==> config.mk <==
export PLATFORM = sky130hd
export DESIGN_NAME = gdma_slave_engine
export DESIGN_NICKNAME = d
export VERILOG_FILES = /design/src/rtl/gdma_pkg.sv /design/src/rtl/gdma_pin_sync.sv /design/src/rtl/gdma_byte_counter.sv /design/src/rtl/gdma_xfer_ctrl.sv /design/src/rtl/gdma_slave_engine.sv
export SDC_FILE = /design/constraint.sdc
export NUM_CORES = 1
export LEC_CHECK = 0
export BUFFER_PORTS_ARGS = -buffer_cell sky130_fd_sc_hd__buf_2
export CAP_MARGIN = 25
export CORE_AREA = 2 2 93 95
export CTS_BUF_LIST = sky130_fd_sc_hd__clkbuf_8
export DETAILED_ROUTE_END_ITERATION = 10
export DIE_AREA = 0 0 95 97
export PLACE_DENSITY = 0.77
export SETUP_SLACK_MARGIN = 0.02
export SLEW_MARGIN = 20
export SYNTH_ARGS = -nofsm -noshare
export SYNTH_HDL_FRONTEND = slang
export SYNTH_SLANG_ARGS = --single-unit
==> constraint.sdc <==
create_clock -name clk -period 2.2 [get_ports clk]
set_input_delay 0.11 -clock clk [delete_from_list [all_inputs] [get_ports clk]]
set_output_delay 0.11 -clock clk [all_outputs]
set_load 0.05 [all_outputs]
==> src/rtl/gdma_pkg.sv <==
package gdma_pkg;

  typedef enum logic [1:0] {
    STB_RD_WR    = 2'b00,
    STB_RD_ACK   = 2'b01,
    STB_ACK_ONLY = 2'b10,
    STB_RSVD     = 2'b11
  } strobe_mode_e;

  // Pin slot numbering used across the block.
  localparam int PIN_RD  = 0;
  localparam int PIN_WR  = 1;
  localparam int PIN_ACK = 2;
  localparam int PIN_EOT = 3;
  localparam int N_PINS  = 4;

  localparam logic [7:0] CMD_READ  = 8'h00;
  localparam logic [7:0] CMD_WRITE = 8'h01;

  localparam logic [1:0] CAUSE_COUNT = 2'b01;
  localparam logic [1:0] CAUSE_EOT   = 2'b10;

  typedef struct packed {
    strobe_mode_e mode;
    logic         wide;
    logic         cnt_dis;
    logic [4:0]   pol;
  } cfg_t;

  // One-hot selection over {ack, wr, rd} for the given mode and direction.
  function automatic logic [2:0] strobe_pick(input strobe_mode_e m, input logic is_write);
    case (m)
      STB_RD_ACK:   strobe_pick = is_write ? 3'b100 : 3'b001;
      STB_ACK_ONLY: strobe_pick = 3'b100;
      default:      strobe_pick = is_write ? 3'b010 : 3'b001;
    endcase
  endfunction

  function automatic logic cmd_valid(input logic [7:0] code);
    cmd_valid = (code == CMD_READ) || (code == CMD_WRITE);
  endfunction

endpackage

==> src/rtl/gdma_pin_sync.sv <==
module gdma_pin_sync #(
  parameter int N           = 4,
  parameter int SYNC_STAGES = 2
) (
  input  logic         clk,
  input  logic         rst_n,
  input  logic [N-1:0] raw,
  input  logic [N-1:0] pol,
  output logic [N-1:0] level,
  output logic [N-1:0] rise
);
  logic [N-1:0] prev_q;

  for (genvar i = 0; i < N; i++) begin : g_pin
    logic [SYNC_STAGES-1:0] chain_q;
    logic                   act;
    // Active level in the engine's own sense: 1 means asserted.
    assign act = ~(raw[i] ^ pol[i]);
    always_ff @(posedge clk or negedge rst_n) begin
      if (!rst_n) chain_q <= '0;
      else        chain_q <= {chain_q[SYNC_STAGES-2:0], act};
    end
    assign level[i] = chain_q[SYNC_STAGES-1];
  end

  always_ff @(posedge clk or negedge rst_n) begin
    if (!rst_n) prev_q <= '0;
    else        prev_q <= level;
  end

  assign rise = level & ~prev_q;
endmodule

==> src/rtl/gdma_byte_counter.sv <==
module gdma_byte_counter #(
  parameter int CNT_W = 32
) (
  input  logic             clk,
  input  logic             rst_n,
  input  logic             load,
  input  logic [CNT_W-1:0] load_val,
  input  logic             step_en,
  input  logic             wide,
  input  logic             cnt_dis,
  output logic [CNT_W-1:0] count,
  output logic             terminal,
  output logic             is_zero
);
  function automatic logic [CNT_W-1:0] step_of(input logic w);
    step_of = w ? CNT_W'(2) : CNT_W'(1);
  endfunction

  // Enabled counter floors at zero; disabled counter wraps freely.
  function automatic logic [CNT_W-1:0] next_of(input logic [CNT_W-1:0] c,
                                               input logic w, input logic dis);
    if (!dis && (c < step_of(w))) next_of = '0;
    else                          next_of = c - step_of(w);
  endfunction

  always_ff @(posedge clk or negedge rst_n) begin
    if (!rst_n)       count <= '0;
    else if (load)    count <= load_val;
    else if (step_en) count <= next_of(count, wide, cnt_dis);
  end

  assign terminal = !cnt_dis && (count <= step_of(wide));
  assign is_zero  = (count == '0);
endmodule

==> src/rtl/gdma_xfer_ctrl.sv <==
module gdma_xfer_ctrl
  import gdma_pkg::*;
(
  input  logic         clk,
  input  logic         rst_n,
  input  logic         cmd_wr,
  input  logic [7:0]   cmd_code,
  input  strobe_mode_e mode,
  input  logic         cnt_dis,
  input  logic [2:0]   stb_level,
  input  logic [2:0]   stb_rise,
  input  logic         eot_rise,
  input  logic         cnt_terminal,
  input  logic         cnt_zero,
  output logic         busy,
  output logic         dir_write,
  output logic         req_active,
  output logic         stb_accept,
  output logic         done,
  output logic [1:0]   cause
);
  logic [2:0] sel;
  logic       start_ok, end_cnt, end_eot;

  assign sel        = strobe_pick(mode, dir_write);
  assign start_ok   = cmd_wr && !busy && cmd_valid(cmd_code);
  assign stb_accept = busy && |(stb_rise & sel);
  assign end_cnt    = stb_accept && cnt_terminal;
  assign end_eot    = busy && eot_rise;

  always_ff @(posedge clk or negedge rst_n) begin
    if (!rst_n) begin
      busy       <= 1'b0;
      dir_write  <= 1'b0;
      req_active <= 1'b0;
      done       <= 1'b0;
      cause      <= '0;
    end else begin
      done <= 1'b0;
      if (start_ok) begin
        dir_write <= cmd_code[0];
        if (!cnt_dis && cnt_zero) begin
          done  <= 1'b1;
          cause <= CAUSE_COUNT;
        end else begin
          busy       <= 1'b1;
          req_active <= 1'b1;
        end
      end else if (busy) begin
        if (end_eot || end_cnt) begin
          busy       <= 1'b0;
          req_active <= 1'b0;
          done       <= 1'b1;
          cause      <= end_eot ? CAUSE_EOT : CAUSE_COUNT;
        end else if (stb_accept) begin
          req_active <= 1'b0;
        end else if (!req_active && !(|(stb_level & sel))) begin
          req_active <= 1'b1;
        end
      end
    end
  end
endmodule

==> src/rtl/gdma_slave_engine.sv <==
module gdma_slave_engine
  import gdma_pkg::*;
#(
  parameter int CNT_W       = 32,
  parameter int SYNC_STAGES = 2
) (
  input  logic             clk,
  input  logic             rst_n,
  input  logic             cfg_wr,
  input  logic [1:0]       cfg_mode,
  input  logic             cfg_wide,
  input  logic             cfg_cnt_dis,
  input  logic [4:0]       cfg_pol,
  input  logic             cnt_wr,
  input  logic [CNT_W-1:0] cnt_wdata,
  input  logic             cmd_wr,
  input  logic [7:0]       cmd_code,
  input  logic             dior_i,
  input  logic             diow_i,
  input  logic             dack_i,
  input  logic             eot_i,
  output logic             dreq_o,
  output logic             dreq_oe,
  output logic             data_oe,
  output logic             xfer_stb,
  output logic             busy,
  output logic [CNT_W-1:0] remaining,
  output logic             done_pulse,
  output logic [1:0]       done_cause
);
  cfg_t             cfg_q;
  logic             cfg_seen_q;
  logic [N_PINS-1:0] pin_raw, pin_pol, pin_level, pin_rise;
  logic             req_active, stb_accept, dir_write;
  logic             cnt_terminal, cnt_zero, cfg_cnt_dis_w;

  always_ff @(posedge clk or negedge rst_n) begin
    if (!rst_n) begin
      cfg_q      <= '0;
      cfg_seen_q <= 1'b0;
    end else if (cfg_wr) begin
      cfg_q      <= '{mode: strobe_mode_e'(cfg_mode), wide: cfg_wide,
                      cnt_dis: cfg_cnt_dis, pol: cfg_pol};
      cfg_seen_q <= 1'b1;
    end
  end

  assign pin_raw = {eot_i, dack_i, diow_i, dior_i};
  assign pin_pol = cfg_q.pol[3:0];
  assign cfg_cnt_dis_w = cfg_q.cnt_dis;

  gdma_pin_sync #(.N(N_PINS), .SYNC_STAGES(SYNC_STAGES)) u_sync (
    .clk(clk), .rst_n(rst_n), .raw(pin_raw), .pol(pin_pol),
    .level(pin_level), .rise(pin_rise)
  );

  gdma_byte_counter #(.CNT_W(CNT_W)) u_cnt (
    .clk(clk), .rst_n(rst_n), .load(cnt_wr && !busy), .load_val(cnt_wdata),
    .step_en(stb_accept), .wide(cfg_q.wide), .cnt_dis(cfg_q.cnt_dis),
    .count(remaining), .terminal(cnt_terminal), .is_zero(cnt_zero)
  );

  gdma_xfer_ctrl u_ctrl (
    .clk(clk), .rst_n(rst_n), .cmd_wr(cmd_wr), .cmd_code(cmd_code),
    .mode(cfg_q.mode), .cnt_dis(cfg_q.cnt_dis),
    .stb_level(pin_level[PIN_ACK:PIN_RD]), .stb_rise(pin_rise[PIN_ACK:PIN_RD]),
    .eot_rise(pin_rise[PIN_EOT]), .cnt_terminal(cnt_terminal), .cnt_zero(cnt_zero),
    .busy(busy), .dir_write(dir_write), .req_active(req_active),
    .stb_accept(stb_accept), .done(done_pulse), .cause(done_cause)
  );

  assign dreq_o   = cfg_q.pol[4] ? req_active : ~req_active;
  assign dreq_oe  = cfg_seen_q;
  assign data_oe  = busy && !dir_write;
  assign xfer_stb = stb_accept;
endmodule

# == After elaboration in Yosys (flattened, before gate mapping) ==
# Cells that the tools add are included.
# classes
n_eq_ne,5
muxes,26
bitwise,13
n_addsub,1
order_cmp,2
reduce_logical,28
# op_table
cell,count
32-bit two-way mux,3
32-bit less-or-equal comparator,1
32-bit logical NOT,1
32-bit less-than comparator,1
32-bit subtractor,1
1-bit two-way mux,14
2-bit two-way mux,7
1-bit logical AND,11
"8-bit by 1-bit == test with 1-bit output, second input constant",1
8-bit logical NOT,1
3-bit AND,2
3-bit case mux with 2 select lines,1
3-bit AND reduction,2
2-bit nonzero test,3
3-bit OR reduction,2
1-bit logical NOT,5
1-bit inverter,5
4-bit AND,1
"2-bit != test, second input constant",2
4-bit inverter,1
4-bit nonzero test,1
1-bit XOR,4
3-bit two-way mux,1
"2-bit by 1-bit == test with 1-bit output, second input constant",1
2 further kinds,3
# word_totals
word_cells,91
in_bits,58
register_bits,60
output_inout_bits,40

# == Longest topological paths before layout ==
# depth
depth_word,11
ltp_mapped,10
mapped_depth_nobuf,9

# == Modules after synthesis ==
# From an unflattened synthesis, not the netlist that was laid out.
# hier_totals
hier_cells,343
hier_area_um2,3368.2
# by_module_without_submodules
module,seq_area_each_um2,n_inst,area_each_um2,cells_per_inst
gdma_byte_counter,800.8,1,2088.3,250
gdma_xfer_ctrl,150.1,1,465.4,45
gdma_slave_engine,250.2,1,424.2,24
gdma_pin_sync,300.3,1,390.4,24

# == Worst setup path after synthesis ==
# OpenSTA, ideal clock, no wires.
# synth_timing
path_type,register -> register
start,reg u_cnt.count[0]
end,reg u_cnt.count[28]
slack_ps,-349
setup_ps,77
n_path_buf,2
path_stages_with_launch,11
arrival_ps,2473
period_less_slack_ps,2549
required_ps,2123
cell_sequence,dfrtp_1 inv_1 ha_1 fa_1 clkbuf_1 nand2_1 or4_4 buf_6 or3_1 xor2_1 o21ai_1
# synth_via
elab_chain_len,5
word_cells_on_any_way,6
cone_classes,1 x add/sub; 1 x order compare; 3 x mux; 1 x reduce/logical
# synth_lines
element,line,text
"start, declared",gdma_byte_counter.sv:11,"output logic [CNT_W-1:0] count,"
"start signal, assigned",gdma_byte_counter.sv:28,else if (load) count <= load_val;
"start signal, assigned",gdma_byte_counter.sv:29,"else if (step_en) count <= next_of(count, wide, cnt_dis);"
32-bit less-than comparator,gdma_byte_counter.sv:22,if (!dis && (c < step_of(w))) next_of = '0;
1-bit logical AND,gdma_byte_counter.sv:22,
32-bit two-way mux (*),gdma_byte_counter.sv:22,
32-bit two-way mux (*),gdma_byte_counter.sv:29,
32-bit two-way mux (*),gdma_byte_counter.sv:28,
# Every way passes the cells marked *; elsewhere a longest branch is shown, timed or not. The select of a mux whose other input is x is not followed.
# A chain may end at the register's enable or synchronous reset.

# == Final worst setup path ==
# layout_timing
start,reg cfg_q[6] (netlist bit)
end,reg u_cnt.count[10]
# layout_via
elab_chain_len,6
word_cells_on_any_way,7
cone_classes,1 x add/sub; 1 x order compare; 4 x mux; 1 x reduce/logical
# layout_lines
element,line,text
"start, declared",gdma_slave_engine.sv:31,cfg_t cfg_q;
"start signal, assigned",gdma_slave_engine.sv:42,"cfg_q <= '{mode: strobe_mode_e'(cfg_mode), wide: cfg_wide,"
2-bit two-way mux (*),gdma_byte_counter.sv:16,step_of = w ? CNT_W'(2) : CNT_W'(1);
32-bit less-than comparator,gdma_byte_counter.sv:22,
1-bit logical AND,gdma_byte_counter.sv:22,
32-bit two-way mux (*),gdma_byte_counter.sv:22,
32-bit two-way mux (*),gdma_byte_counter.sv:29,
32-bit two-way mux (*),gdma_byte_counter.sv:28,
# Marks and branches as above.

==> summary.md <==
| Metric | Value |
|---|---|
| #FFs+latches synth | `60` |
| GRT Util Overall | `0.219` |
| Port bufs | `97` |
| # diodes | `0` |
| Outcome | `complete, but fails checks` |
| Synth warn | `0` |
| Startpoint types | `flop` |
| Sw Share | `0.474` |
| Worst hold path cell count | `3` |
| Fmax | `440 MHz` |
| Initial antenna violation count | `0` |
| Worst hold slack | `0.0122 ns` |
| Grt met2 use | `0.361` |
| Worst EP arrival | `2.50 ns` |
| Final number of max-transition violations | `0` |
| Num CTS Buffers | `9` |
| Final wirelength | `10.2 mm` |
| Post-synth top area share | `0.465` |
| Drt via density | `5.38` |
| GRT Max-Usage Layer | `met2` |
| Worst Setup Path Type | `reg -> reg` |
| Initial DRT Pass Iterations | `4` |
| Worst Path Buf+Inv | `4` |
| Sequential share of power | `0.315` |
| CP required | `2.43 ns` |
| Pwr dens | `1120 mW/mm²` |
| Share of layout cells above drive strength 1 | `0.533` |
| Fin util | `0.623` |
| Die area | `0.00922 mm²` |
| Worst path slowest cell | `dfrtp_1` |
| Ys async rst share | `1.00` |
| Comb pwr share | `0.510` |
| Avg Synthesized Cell Area | `10.4 µm²` |
| Starting Density | `0.397` |
| Skew-Pair Late Insertion Delay | `0.34 ns` |
| Detailed-route via count | `3,213` |
| Seq/Total Area, Yosys | `0.465` |
| Fin crit period | `2.27 ns` |
| Clock share of power | `0.176` |
| Clk buf depth | `2` |
| Setup crit end kind | `flop` |
| Initial detailed-routing violation count | `174` |
| Chip width | `95 µm` |
| Synth Flop Type | `dfrtp_1` |
| Failing checks | `negative setup slack` |
| Switch Pwr | `2700 µW` |
| Gpl congestion | `0.835` |
| Met1 Usage GRT | `0.282` |
| DRC violations left | `0` |
| Post-synth net total | `374` |
| Vias in the first global route | `3,251` |
| Setup WS post-layout | `-0.0704 ns` |
| P&R area growth vs syn | `57.1%` |
| Largest net degree at the start of global routing | `33` |
| CP delay by family, top | `buffers and inverters` |
| H-Tree Depth | `3` |
| Most common cell on crit path | `buf_6` |
| Levels on crit path | `11` |
| Hold WC Path Type | `in -> reg` |
| Ports | `98` |
| Internal | `2990 µW` |
| Worst-path cell chain | `inv_2, ha_4, fa_2, buf_6, nor4b_4, nand4_1, buf_6, o21ai_4, buf_6, a21oi_1, a221o_1` |
| Post-synth cell types | `55` |
| Final #Nets | `550` |
| P_leak | `0.00216 µW` |
| Clock-pin transition on the worst setup and hold timing paths | `0.07 ns` |
| Area contributors post-synth | `dfrtp_1 47%, xnor2_1 5.4%, a22oi_1 2.6%` |
| M3 GR Usage | `0.0382` |
| Total grt overflow | `0` |
| Syn Inst Count | `311` |
| Wire length per cell | `17.0 µm` |
| Peak supply drop | `632 µV` |
| Max incr delay on CP | `0.40 ns` |
| Endpoints failing hold | `0` |
| HPWL Detailed | `6.57 mm` |
| Antenna-violating nets left | `0` |
| Worst-Margin Slew | `0.706 ns` |
| Die H | `97 µm` |
| CORE AREA | `0.00813 mm²` |
| Post-route cell area | `0.00507 mm²` |
| Number of synthesized flops with an enable pin | `0` |
| Part of the cycle the worst path needs | `1.03` |
| CTS tree | `done` |
| RSZ-0062 raised after global routing | `true` |
| Worst Clk Skew | `0.00967 ns` |
| Root Driver | `clkbuf_8` |
| Mapped cell area | `0.00323 mm²` |
| Global-route wire length before repair | `15.8 mm` |
| Slew headroom | `0.529` |
| Placed inst area | `0.00422 mm²` |
| Max_cap viols | `0` |
| Depth of the worst register-to-register path | `11` |
| Peak fanout along the critical path | `6` |
| Final setup violation count | `3` |
| Rows | `33` |
| Area leader, netlist | `dfrtp_1` |
| CTS Sinks | `60` |
## worst paths after layout
path | start | end | slack (ns)
worst max-delay path | cfg_q[6] | u_cnt.count[10] | -0.07
worst min-delay path | cnt_wdata[6] | u_cnt.count[6] | 0.01
min in group asynchronous | rst_n | u_ctrl.done | 0.36
max in group asynchronous | rst_n | u_cnt.count[18] | 1.20
worst min register to register | u_sync.g_pin[0].chain_q[0] | u_sync.g_pin[0].chain_q[1] | 0.35
worst max register to register | cfg_q[6] | u_cnt.count[10] | -0.07
## cell usage after synthesis (2+ instances only)
library cell	instances
o21ai_0	16
o21ai_1	2
nor3b_1	2
o21bai_1	8
ha_1	4
nand3b_1	2
a21oi_1	13
nor2b_1	2
or4_1	2
a211oi_1	6
or3_1	9
nor4b_1	3
nand2b_1	2
nand2_1	14
nand3_1	14
nand2_2	2
mux2_2	7
nor4_4	3
a22oi_1	11
clkbuf_1	10
a21o_1	3
buf_6	2
nor4_1	7
nor4_2	6
o31ai_1	3
dfrtp_1	60
nor2_1	18
or2_2	5
nand4_1	3
xor2_1	5
inv_1	10
nor3_1	13
or4_4	3
xnor2_1	20
## metal layers
metal / vias up / wire length (µm)
met3: 27 / 624
li1: 1515 / -
met5: - / 0
met1: 1551 / 4090
met4: 0 / 264
met2: 120 / 5170
## layout make-up
class | instances | area [µm²]
inverters | 10 | 40.0
multi-input cells | 229 | 1980
clock buffers | 10 | 138
well taps | 105 | 131
repair buffers | 177 | 1190
fillers | 648 | 3070
flip-flops and latches | 60 | 1530
clock inverters | 6 | 57.6
## logic make-up after synthesis
kind of cell | synth area share
simple gates | 0.229
mux | 0.0244
fa+ha+maj | 0.0217
xor+xnor | 0.0679
flops | 0.465
compound gates | 0.157
buf+inv | 0.0341
## timing repair
action	CTS	global route
hold buffers	18	0
endpoints found under the setup margin	28	32
resized for setup	20	34
pin swaps	7	13
setup buffers	6	18
cloned	1	1
hold endpoints to repair	45	0
## cells in the final DEF, fill, tap and decap left out, types with 11 or more instances in the layout
master and count:
nand2_1 13, a22oi_1 11, dlygate4sd3_1 18, nor2_1 17, dfrtp_1 40, nand3_1 13, buf_4 53, dfrtp_2 20
xnor2_1 20, a21oi_1 12, buf_2 96
## power by group through the flow
stage	sequential, µW	clock (µW)	combinational [µW]
after floorplan	2550	0	904
after global placement	1770	0	2470
after detailed placement	1790	0	2520
after CTS	1780	1000	2630
after global routing	1830	1060	3080
final	1790	998	2900
## worst reg2reg max path, cell delays in order (launching register included)
cell and delay [ns]:
dfrtp_1 0.40, inv_2 0.08, ha_4 0.13, fa_2 0.24, buf_6 0.11, nor4b_4 0.22
nand4_1 0.16, buf_6 0.17, o21ai_4 0.17, buf_6 0.15, a21oi_1 0.06, a221o_1 0.27
## stage by stage
stage          setup TNS [ns]  power, µW  worst slack (ns)  instances
3_5_place_dp            -3.24       4300            -0.249        537
4_1_cts               -0.0467       5410           -0.0244        578
6_report               -0.116       5680           -0.0704        597
5_1_grt                 -2.20       5970            -0.167        597
3_3_place_gp            -1.49       4240            -0.156        537
2_1_floorplan          -0.410       3450            -0.122        311
## flip-flops by register name, summed over array words and instances, names as in the netlist, 2 cells and up
| signal | cells |
|---|---|
| u_cnt.count | 32 |
| cfg_q | 8 |
| u_sync.g_pin.chain_q | 8 |
| u_sync.prev_q | 4 |
| u_ctrl.cause | 2 |
Note: power is estimated with default switching activity, not from simulation.
